$ cat config.mk
export PLATFORM = sky130hd
export DESIGN_NAME = dual_dac_host_if
export DESIGN_NICKNAME = d
export VERILOG_FILES = /design/src/rtl/dacif_pkg.sv /design/src/rtl/sync_chain.sv /design/src/rtl/chan_reg.sv /design/src/rtl/dual_dac_host_if.sv
export SDC_FILE = /design/constraint.sdc
export NUM_CORES = 1
export LEC_CHECK = 0
export BUFFER_PORTS_ARGS = -buffer_cell sky130_fd_sc_hd__buf_2
export CORE_UTILIZATION = 35
export CTS_BUF_LIST = sky130_fd_sc_hd__clkbuf_4
export DETAILED_ROUTE_END_ITERATION = 10
export MAX_ROUTING_LAYER = met4
export PLACE_DENSITY = 0.6
export SLEW_MARGIN = 20
export SYNTH_ARGS = -nofsm -noshare
export SYNTH_HDL_FRONTEND = slang
export SYNTH_HIERARCHICAL = 1
export SYNTH_SLANG_ARGS = --single-unit
$ cat constraint.sdc
create_clock -name clk -period 1.5 [get_ports clk]
set_input_delay 0.075 -clock clk [delete_from_list [all_inputs] [get_ports clk]]
set_output_delay 0.075 -clock clk [all_outputs]
set_load 0.1 [all_outputs]
$ cat src/rtl/dacif_pkg.sv
package dacif_pkg;

  localparam int NUM_CH = 2;

  // A channel is written when its select and the shared strobe are both low.
  function automatic logic chan_write(input logic sel_n, input logic wr_n);
    return (!sel_n) && (!wr_n);
  endfunction

  // The next code value: a loaded word when written, otherwise the held value.
  function automatic logic [31:0] next_code(input logic [31:0] held,
                                            input logic [31:0] word,
                                            input logic        wen);
    return wen ? word : held;
  endfunction

endpackage

$ cat src/rtl/sync_chain.sv
module sync_chain #(
  parameter int          W       = 1,
  parameter int          STAGES  = 2,
  parameter logic [W-1:0] RST_VAL = '0
) (
  input  logic         clk,
  input  logic         rst,
  input  logic [W-1:0] d,
  output logic [W-1:0] q
);

  logic [W-1:0] stg [STAGES];

  always_ff @(posedge clk) begin
    if (rst) begin
      for (int i = 0; i < STAGES; i++) stg[i] <= RST_VAL;
    end else begin
      stg[0] <= d;
      for (int i = 1; i < STAGES; i++) stg[i] <= stg[i-1];
    end
  end

  assign q = stg[STAGES-1];

endmodule

$ cat src/rtl/chan_reg.sv
module chan_reg #(
  parameter int CODE_W = 12
) (
  input  logic              clk,
  input  logic              rst,
  input  logic              wen,
  input  logic [CODE_W-1:0] din,
  output logic [CODE_W-1:0] code,
  output logic              upd
);
  import dacif_pkg::*;

  logic [31:0]       nxt_wide;
  logic [CODE_W-1:0] nxt;
  logic              changes;

  assign nxt_wide = next_code(32'(code), 32'(din), wen);
  assign nxt      = nxt_wide[CODE_W-1:0];
  assign changes  = (nxt != code);

  always_ff @(posedge clk) begin
    if (rst) begin
      code <= '0;
      upd  <= 1'b0;
    end else begin
      code <= nxt;
      upd  <= changes;
    end
  end

  // an idle channel holds its code
  a_r2_idle_holds: assert property (@(posedge clk) disable iff (rst)
    !wen |=> $stable(code));

  // an enabled channel takes the aligned word
  a_r7_follow_bus: assert property (@(posedge clk) disable iff (rst)
    wen |=> code == $past(din));

  // reset clears the code
  a_r10_reset_clear: assert property (@(posedge clk)
    rst |=> (code == '0) && !upd);

  // the pulse marks a change, and its absence means no change
  a_r11_pulse_on_change: assert property (@(posedge clk) disable iff (rst)
    upd |-> code != $past(code));
  a_r11_quiet_no_change: assert property (@(posedge clk) disable iff (rst)
    (!upd && !$past(rst)) |-> $stable(code));

endmodule

$ cat src/rtl/dual_dac_host_if.sv
module dual_dac_host_if #(
  parameter int CODE_W      = 12,
  parameter int SYNC_STAGES = 2
) (
  input  logic              clk,
  input  logic              rst,
  input  logic              sel_a_n,
  input  logic              sel_b_n,
  input  logic              wr_n,
  input  logic [CODE_W-1:0] bus,
  output logic [CODE_W-1:0] code_a,
  output logic [CODE_W-1:0] code_b,
  output logic              upd_a,
  output logic              upd_b
);
  import dacif_pkg::*;

  localparam int STB_W = NUM_CH + 1;

  logic [STB_W-1:0]  stb_raw, stb_s;
  logic [CODE_W-1:0] bus_s;
  logic              wr_n_s;
  logic [NUM_CH-1:0] sel_n_s;
  logic [NUM_CH-1:0] wen;
  logic [CODE_W-1:0] code_v [NUM_CH];
  logic [NUM_CH-1:0] upd_v;

  assign stb_raw = {wr_n, sel_b_n, sel_a_n};

  // Strobes idle high through reset
  sync_chain #(.W(STB_W), .STAGES(SYNC_STAGES), .RST_VAL({STB_W{1'b1}})) u_stb_sync (
    .clk(clk), .rst(rst), .d(stb_raw), .q(stb_s)
  );

  // Data delayed by the same depth, so it stays aligned with the strobe sample
  sync_chain #(.W(CODE_W), .STAGES(SYNC_STAGES), .RST_VAL({CODE_W{1'b0}})) u_bus_align (
    .clk(clk), .rst(rst), .d(bus), .q(bus_s)
  );

  assign wr_n_s  = stb_s[STB_W-1];
  assign sel_n_s = stb_s[NUM_CH-1:0];

  for (genvar c = 0; c < NUM_CH; c++) begin : g_ch
    assign wen[c] = chan_write(sel_n_s[c], wr_n_s);
    chan_reg #(.CODE_W(CODE_W)) u_reg (
      .clk(clk), .rst(rst), .wen(wen[c]), .din(bus_s),
      .code(code_v[c]), .upd(upd_v[c])
    );
  end

  assign code_a = code_v[0];
  assign code_b = code_v[1];
  assign upd_a  = upd_v[0];
  assign upd_b  = upd_v[1];

  // a broadcast leaves both channels equal
  a_r6_broadcast_equal: assert property (@(posedge clk) disable iff (rst)
    (wen[0] && wen[1]) |=> code_a == code_b);

  // strobe high means no channel is enabled
  a_r2_strobe_gates: assert property (@(posedge clk) disable iff (rst)
    wr_n_s |-> (wen == '0));

  // both selects high means no channel is enabled
  a_r3_selects_gate: assert property (@(posedge clk) disable iff (rst)
    (&sel_n_s) |-> (wen == '0));

endmodule

==> impl_metrics.env <==
export IMPL_diodes=0
export IMPL_finalMaxSlewViolations=0
export IMPL_fin_ws_ns=0.223
export IMPL_rows=28
export IMPL_crit_cells=1
export IMPL_routedWlPerCell_um=11.1
export IMPL_cpPeakStageDelay_ns=0.44
export IMPL_outcome="finished with violations"
export IMPL_critPathCapture="code_a[2]"
export IMPL_timing_max_cap_violations=0
export IMPL_area_growth_pct=20.6
export IMPL_clock_path_buffers=2
export IMPL_drive_gt1_share_pct=38.7
export IMPL_numCtsBuffers=5
export IMPL_crit_slowest_cell="buf_2"
export IMPL_path_clk_slew_ns=0.15
export IMPL_period_needed_ns=1.28
export IMPL_worstReg2RegEnd="g_ch[1].u_reg/upd"
export IMPL_layout_common_cells="42 x buf_2, 34 x dfxtp_1, 26 x nor2_1"
export IMPL_synth_fp_nets=208
export IMPL_synthCells=191
export IMPL_pin_count=43
export IMPL_final_nets=259
export IMPL_grt_first_pass_wirelength_mm=5.60
export IMPL_antenna_found_initial=0
export IMPL_crit_buf_inv=1
export IMPL_end_kind="output pin"
export IMPL_synth_area_um2=2120
export IMPL_drt_iter0_drc=48
export IMPL_viasPerCell=4.20
export IMPL_synth_warning_count=6
export IMPL_gp_congestion=0.734
export IMPL_dieArea_um2=6390
export IMPL_track_usage_pct=12.1
export IMPL_ys_ff_latch=56
export IMPL_required_ns=1.42
export IMPL_vdd_ir_drop_max_uv=298
export IMPL_cts_sinks=56
export IMPL_layout_cells_non_filler=318
export IMPL_grt_pass1_vias=1206
export IMPL_cts_tree="built"
export IMPL_dr_pass1_iters=7
export IMPL_grt_max_degree=28
export IMPL_worstMarginPinSlew_ns=0.522
export IMPL_io_buffers=42
export IMPL_die_height_um=79.9
export IMPL_synth_seq_area_share_pct=52.8
export IMPL_cts_root_buf="clkbuf_4"
export IMPL_overflow=0
export IMPL_setup_violations=0
export IMPL_vias=1337
export IMPL_clock_skew_ns=0.00468
export IMPL_cts_resized=0
export IMPL_total_power_mw=2.37
export IMPL_powerDensity_nw_per_um2=923
export IMPL_post_dp_cell_area_um2=2350
export IMPL_clk_latency_ns=0.36
export IMPL_crit_family="buffers and inverters"
export IMPL_path_cells="buf_2"
export IMPL_setup_tns_ns=0
export IMPL_hold_depth=2
export IMPL_rsz0062_at_grt="false"
export IMPL_ys_types=14
export IMPL_drc_errors=1
export IMPL_dp_cells=295
export IMPL_post_place_ws_ns=0.275
export IMPL_hp_class="input port to flop"
export IMPL_final_cell_area_um2=2560
export IMPL_max_freq_ghz=0.783
export IMPL_p_leak_nw=1.19
export IMPL_worst_setup_path_type="flop to output pin"
export IMPL_critical_path_arrival_ns=1.20
export IMPL_initial_core_util_pct=36.1
export IMPL_dieWidth_um=79.9
export IMPL_ff2ff_setup_slack_ns=0.27
export IMPL_avgSynthCellArea_um2=11.1
export IMPL_path_max_fanout=3
export IMPL_dp_hpwl_mm=2.51
export IMPL_fin_util_pct=43.5
export IMPL_relSlewSlack_pct=65.2
export IMPL_ant_nets=0
export IMPL_hold_worst_slack_ns=0.164
export IMPL_layout_commonest_cell="buf_2"
export IMPL_cts_htree_levels=2
export IMPL_crit_start="g_ch[0].u_reg/code[2]"
export IMPL_hold_viol=0
export IMPL_wl_mm=3.54
export IMPL_fin_crit_sh_pct=85.1
export IMPL_r2r_worst_path_cells=3
export IMPL_start_kind="flop"
export IMPL_reg2reg_from="u_bus_align/stg[0][13]"
export IMPL_violations="design-rule violations"
export IMPL_coreArea_um2=5890
## worst min path at each step
stage | to | slack (ns) | from
2_1_floorplan | g_ch[0].u_reg/code[11] | 0.14 | rst
3_3_place_gp | u_stb_sync/stg[0][2] | 0.25 | wr_n
3_5_place_dp | u_stb_sync/stg[0][2] | 0.26 | wr_n
4_1_cts | g_ch[0].u_reg/code[6] | 0.15 | rst
5_1_grt | u_bus_align/stg[0][13] | 0.16 | rst
6_report | u_bus_align/stg[0][13] | 0.16 | rst
## what timing repair did
| action | in CTS | in global routing |
|---|---|---|
| endpoints found under the hold margin | 15 | 0 |
| hold buffers | 15 | 0 |
| setup buffers | 0 | 0 |
## logic make-up (layout without fill, tap and decap cells)
group / after synthesis / count (layout) / synth area share [%]
and+or+nand+nor: 64 / 64 / 17.7
DFF: 56 / 56 / 52.8
xor gates and xnor gates: 24 / 24 / 9.89
muxes: 24 / 24 / 11.3
buffers and inverters: 21 / 73 / 7.77
AOI/OAI and AO/OA: 2 / 2 / 0.589
## Yosys cell counts
cell / number / share of area (%)
nor2b_1: 6 / 1.8
mux2i_1: 24 / 11
nor4_1: 6 / 1.8
nor2b_2: 14 / 5.8
xor2_1: 24 / 9.9
and2b_1: 4 / 1.4
a31oi_1: 2 / 0.59
clkbuf_1: 2 / 0.35
dfxtp_1: 56 / 53
nand2b_1: 2 / 0.59
buf_6: 4 / 2.1
or2_1: 6 / 1.8
buf_4: 15 / 5.3
nor2_1: 26 / 4.6
## final cells by class
class	instances	area, um2
Clock buffer	5	37.5
Tap cell	75	93.8
Clock inverter	3	23.8
Timing Repair Buffer	65	420
Fill cell	601	3320
Multi-Input combinational cell	114	838
Sequential cell	56	1150
## per-layer routing
metal | GRT usage [%] | wire length, um | vias up
met3 | 3.09 | 152 | 2
met1 | 15.1 | 1680 | 607
li1 | - | - | 701
met5 | - | 0 | -
met4 | 4.29 | 20 | 0
met2 | 18.8 | 1680 | 27
## power breakdown
group	leakage [nW]	switching (mW)	internal [mW]
Clock	0.0274	0.457	0.186
Sequential	0.469	0.0231	1.53
Combinational	0.694	0.0762	0.0970
Total	1.19	0.557	1.81
## sequential cells by signal, summed over array words and instances (netlist names)
| name | flops |
|---|---|
| g_ch.u_reg/code | 24 |
| u_stb_sync/stg | 6 |
| u_bus_align/stg | 24 |
| g_ch.u_reg/upd | 2 |
No activity file was read; power rests on OpenSTA's default activity.
